## config.mk

```make
export PLATFORM = sky130hd
export DESIGN_NAME = i2c_dual_addr_match
export DESIGN_NICKNAME = d
export VERILOG_FILES = /design/src/rtl/i2c_am_pkg.sv /design/src/rtl/am_addr_cmp.sv /design/src/rtl/am_prio_sel.sv /design/src/rtl/am_status_reg.sv /design/src/rtl/i2c_dual_addr_match.sv
export SDC_FILE = /design/constraint.sdc
export NUM_CORES = 1
export LEC_CHECK = 0
export BUFFER_PORTS_ARGS = -buffer_cell sky130_fd_sc_hd__buf_4
export CAP_MARGIN = 20
export CORE_AREA = 3 3 40 42
export DETAILED_ROUTE_END_ITERATION = 8
export DIE_AREA = 0 0 43 45
export SLEW_MARGIN = 0
export SYNTH_ARGS = -nofsm -noshare
export SYNTH_HDL_FRONTEND = slang
export SYNTH_HIERARCHICAL = 1
export SYNTH_SLANG_ARGS = --single-unit
```

## constraint.sdc

```tcl
create_clock -name clk_i -period 1.2 [get_ports clk_i]
set_input_delay 0.24 -clock clk_i [delete_from_list [all_inputs] [get_ports clk_i]]
set_output_delay 0.24 -clock clk_i [all_outputs]
set_load 0.05 [all_outputs]
```

## src/rtl/i2c_am_pkg.sv

```systemverilog
package i2c_am_pkg;
  localparam int AM_ADDR_W = 7;

  typedef struct packed {
    logic ack;
    logic alt;
    logic rw;
  } am_result_t;
endpackage

```

## src/rtl/am_addr_cmp.sv

```systemverilog
module am_addr_cmp #(
  parameter int ADDR_W = 7,
  parameter int NUM_SLOTS = 2
) (
  input  logic [ADDR_W-1:0]                rx_addr_i,
  input  logic [NUM_SLOTS-1:0][ADDR_W-1:0] own_addr_i,
  input  logic [NUM_SLOTS-1:0]             slot_en_i,
  output logic [NUM_SLOTS-1:0]             hit_o
);
  for (genvar g = 0; g < NUM_SLOTS; g++) begin : g_slot
    assign hit_o[g] = slot_en_i[g] && (rx_addr_i == own_addr_i[g]);
  end
endmodule

```

## src/rtl/am_prio_sel.sv

```systemverilog
module am_prio_sel #(
  parameter int NUM_SLOTS = 2,
  localparam int IdxW = (NUM_SLOTS > 1) ? $clog2(NUM_SLOTS) : 1
) (
  input  logic [NUM_SLOTS-1:0] hit_i,
  output logic                 any_o,
  output logic [IdxW-1:0]      sel_o,
  output logic                 alt_o
);
  // slot 0 has highest priority: scan downward so lowest index wins
  always_comb begin
    any_o = 1'b0;
    sel_o = '0;
    for (int i = NUM_SLOTS - 1; i >= 0; i--) begin
      if (hit_i[i]) begin
        any_o = 1'b1;
        sel_o = i[IdxW-1:0];
      end
    end
    alt_o = any_o && (sel_o != '0);
  end
endmodule

```

## src/rtl/am_status_reg.sv

```systemverilog
module am_status_reg
  import i2c_am_pkg::*;
(
  input  logic       clk_i,
  input  logic       rst_ni,
  input  logic       load_i,
  input  am_result_t next_i,
  output am_result_t cur_o,
  output logic       pulse_o
);
  always_ff @(posedge clk_i or negedge rst_ni) begin
    if (!rst_ni) begin
      cur_o   <= '0;
      pulse_o <= 1'b0;
    end else begin
      pulse_o <= load_i && next_i.ack;
      if (load_i) cur_o <= next_i;
    end
  end
endmodule

```

## src/rtl/i2c_dual_addr_match.sv

```systemverilog
module i2c_dual_addr_match
  import i2c_am_pkg::*;
#(
  parameter int ADDR_W = AM_ADDR_W
) (
  input  logic              clk_i,
  input  logic              rst_ni,
  input  logic [ADDR_W:0]   addr_byte_i,
  input  logic              addr_done_i,
  input  logic [ADDR_W-1:0] own_addr_pri_i,
  input  logic [ADDR_W-1:0] own_addr_sec_i,
  input  logic              sec_en_i,
  output logic              ack_o,
  output logic              match_o,
  output logic              rw_o,
  output logic              alt_match_o
);
  localparam int NumSlots = 2;
  localparam int IdxW     = $clog2(NumSlots);

  logic [NumSlots-1:0][ADDR_W-1:0] own_addrs;
  logic [NumSlots-1:0]             slot_en;
  logic [NumSlots-1:0]             hit;
  logic                            any_hit;
  logic [IdxW-1:0]                 sel;
  logic                            alt_hit;
  am_result_t                      nxt, cur;

  assign own_addrs[0] = own_addr_pri_i;
  assign own_addrs[1] = own_addr_sec_i;
  assign slot_en      = {sec_en_i, 1'b1};  // primary has no disable

  am_addr_cmp #(.ADDR_W(ADDR_W), .NUM_SLOTS(NumSlots)) i_cmp (
    .rx_addr_i (addr_byte_i[ADDR_W:1]),
    .own_addr_i(own_addrs),
    .slot_en_i (slot_en),
    .hit_o     (hit)
  );

  am_prio_sel #(.NUM_SLOTS(NumSlots)) i_prio (
    .hit_i(hit),
    .any_o(any_hit),
    .sel_o(sel),
    .alt_o(alt_hit)
  );

  assign nxt.ack = any_hit;
  assign nxt.alt = alt_hit;
  assign nxt.rw  = addr_byte_i[0];

  am_status_reg i_stat (
    .clk_i  (clk_i),
    .rst_ni (rst_ni),
    .load_i (addr_done_i),
    .next_i (nxt),
    .cur_o  (cur),
    .pulse_o(match_o)
  );

  assign ack_o       = cur.ack;
  assign alt_match_o = cur.alt;
  assign rw_o        = cur.rw;
endmodule

```

* Yosys cells after proc, flatten, opt, wreduce, memory -nomap -nowiden
Index checks and enable logic that the tools add are counted.
W data, S select, Z words.
** Storage, ports and cells
- Register bits :: 4
- Logic and storage cells :: 12
- Input port bits :: 26
** Operators by class
- Reduce and logical (&&, ||, !) cells :: 3
- Multiplexer cells :: 3
- Eq/ne operators :: 2
** Operator list (count)
- $eq A7 B7 Y1 :: 2
- $logic_and A1 B1 Y1 :: 3
- $mux W1 :: 3

* Logic depth before layout (Yosys ltp)
- Word-level depth :: 5
- Mapped depth :: 5
- Depth with buffers taken out :: 5

* Hierarchy
The synthesis kept the hierarchy.
** Modules (own cells, without submodules)
- am_addr_cmp :: instances 1, cells an instance 20, area an instance 155.1 um^2, sequential area each 0.0 um^2
- am_status_reg :: instances 1, cells an instance 8, area an instance 141.4 um^2, sequential area each 100.1 um^2
- am_prio_sel :: instances 1, cells an instance 3, area an instance 22.5 um^2, sequential area each 0.0 um^2
- i2c_dual_addr_match :: instances 1, cells an instance 1, area an instance 3.8 um^2, sequential area each 0.0 um^2

* Least setup slack after synthesis
OpenSTA, ideal clock, no wires.
- Kind :: input-to-reg
- From :: input own_addr_pri_i[5]
- To :: register i_stat/cur_o[1] (netlist bit)
- Required time :: 1.075 ns
- Slack :: 0.039 ns
- Stages :: 5
- Buffers on the path :: 0
- Data arrival time :: 1.036 ns
- Cell sequence :: xnor2_1 > nand4_1 > nor2_1 > and2b_2 > mux2_2
** On the way
- Word-level cells in the longest chain between the ends :: 3
- Elaborated cells on any way between the ends :: 4
- Classes of those cells :: 1 x eq/ne; 2 x mux; 1 x reduce/logical
** Ends and longest elaborated chain
- from (decl) :: RTL line i2c_dual_addr_match.sv:10 : input logic [ADDR_W-1:0] own_addr_pri_i,
- $eq A7 B7 Y1 * :: RTL line am_addr_cmp.sv:11 : assign hit_o[g] = slot_en_i[g] && (rx_addr_i == own_addr_i[g]);
- named net hit[0] :: RTL line i2c_dual_addr_match.sv:23 : logic [NumSlots-1:0] hit;
- $mux W1 :: RTL line am_prio_sel.sv:15 : if (hit_i[i]) begin
- $logic_and A1 B1 Y1 * :: RTL line am_prio_sel.sv:20 : alt_o = any_o && (sel_o != '0);
- named net alt_hit :: RTL line i2c_dual_addr_match.sv:26 : logic alt_hit;
- to (signal assigned) :: RTL line am_status_reg.sv:17 : if (load_i) cur_o <= next_i;
- to (decl) :: RTL line am_status_reg.sv:8 : output am_result_t cur_o,
The timed path passes the listed nets; every way through them passes the cells marked *.
A chain may end at the register's enable or synchronous reset.

* Worst setup path in the final report
- From :: input own_addr_pri_i[6]
- To :: register i_stat/cur_o[1] (netlist bit)
The elaborated chain is that of the path after synthesis.

==> metrics.txt <==
largest net degree at the start of global routing=5; part of the cycle the worst path needs=between 90% and 100%; WL final=~730 um; die width=43 um; Vias/cell=4.16; clock sink total=4; Worst path slowest cell=mux2_2; drt first pass iters=1; max-slew violation count=0; WS Path Type=input port to flop; Hold Crit Endpoint=i_stat/cur_o[0]; syn_nets=57; Final ANT Viol Nets=0; CTS Buf Count=3; clock skew=0 ns; Top delay family on crit path=simple AND/OR/NAND/NOR gates; Post-DP Area=between 500 and 600 um2; crit-path max FO=2; Worst path max stage delay=roughly 0.25 ns; Port Buffers=29; core box area=1280 um2; postcts setup bufs=0; synthesized cell area=315 um2; routed wire length per instance=slightly above 9 um; initial antenna violation count=0; Leak=0.278 nW; DIE HEIGHT=between 40 and 50 um; YS warnings=6; htree depth=1; row count=13; Avg Inst Size Synth=10.2 um2; post-layout worst setup margin=0.105 ns; CP startpoint kind=input port; Crit path buffers/inverters=1; crit path launch=own_addr_pri_i[6]; clock slew at reported path FFs=0.04 ns; status=complete, no violations; post-cts resize count=0; Arr. time, crit path=1.21 ns; Critical Path RT=around 1.3 ns; PD cells=between 700 and 800 nW/um2; RR Startpoint=i_stat/cur_o[0]; DRC=0; Tmin final=approximately 1.1 ns; r2r worst-path depth=1; r2r setup slk=0.46 ns; critical-path cell list=buf_4 > xnor2_1 > nand4_1 > nor2_1 > and2b_2 > mux2_2; register area=around 100 um2; Synth-to-Final Area Change=85.3%; vias in the first global route=327; hold path startpoint=addr_byte_i[0]; Reg2Reg Capture Point=i_stat/cur_o[0]; initial core utilization=24.5%; final std cell area, no fill=584 um2; first-iteration detailed-routing DRC count=0; fin util=45.5%; RSZ-0062 raised after global routing=false; Cells after Synth=31; maximum vdd ir drop=0.235 mV; fmax=914 MHz; Root Buffer=clkbuf_4; I/O pin count=30; Layout Nets=92; Setup Slack @ Placement=-0.153 ns; total global-route track usage=between 8 and 9%; Hold Path Class=input port to flop; clk_lat worst skew=0.23 ns; Final Hold Fails=0; CTS tree=built; Crit. End Element=flop; Fin Hold WS=0.251 ns; hold path depth=2; GPL Wtd Cong=0.644; layout cells sized above 1=57.8%; total grt overflow=0; Final setup viols=0; global-route wire length before repair=approximately 1.2 mm; Max Cap Violations=0; die area=slightly below 2000 um2; # hold bufs at CTS=1; FILL cells=between 100 and 150; CTS max path bufs=2; vias=329; total power draw=~0.46 mW; footprint of the multi-input gates=215 um2; Antenna Cells=0
per-layer routing:
layer | wire [um] | vias to the layer above | track usage (%) | part of all wire, %
li1 | - | 170 | - | -
met1 | 264 | 141 | 9.47 | 36
met2 | 376 | 18 | 14.7 | 51
met3 | 90 | 0 | 3.98 | 12
met4 | 0 | 0 | 5.42 | 0
met5 | 0 | - | 0 | 0
per-stage QoR:
step	setup TNS, ns	std cells
after floorplan	0	31
after global placement	-0.189	75
after detailed placement	-0.206	75
after CTS	0	79
after global routing	0	79
final	0	79
worst max path at each step:
stage	to	slack, ns	depth (start not counted)
CTS	i_stat/cur_o[1]	0.1	6
finish	i_stat/cur_o[1]	0.11	6
global route	i_stat/cur_o[1]	0.03	6
detailed placement	i_stat/cur_o[1]	-0.15	6
floorplan	i_stat/cur_o[1]	0.05	5
global placement	i_stat/cur_o[1]	-0.14	6
layout by cell type, fill, tap and decap left out:
cell / count
buf_4: 29
xnor2_1: 14
nand4_1: 4
dfrtp_1: 4
clkbuf_4: 3
mux2_2: 3
nor2_1: 2
dlygate4sd3_1: 1
conb_1: 1
or2_1: 1
and2b_2: 1
and2_2: 1
power by group:
| group | total [mW] | switching (mW) | internal, mW |
|---|---|---|---|
| Combinational | 0.157 | 0.0597 | 0.0971 |
| Clock | 0.161 | 0.0497 | 0.111 |
| Sequential | 0.142 | 0.00183 | 0.140 |
registers in the layout (all words and copies together) (netlist names):
signal          flops
i_stat/cur_o        3
i_stat/pulse_o      1
area by class of cell:
class	instances	area share [%]
Timing Repair Buffer	30	39.0
Multi-Input combinational cell	27	36.8
Sequential cell	4	17.1
Tap cell	15	3.21
Clock buffer	3	3.85
(Power assumes the default switching activity.)
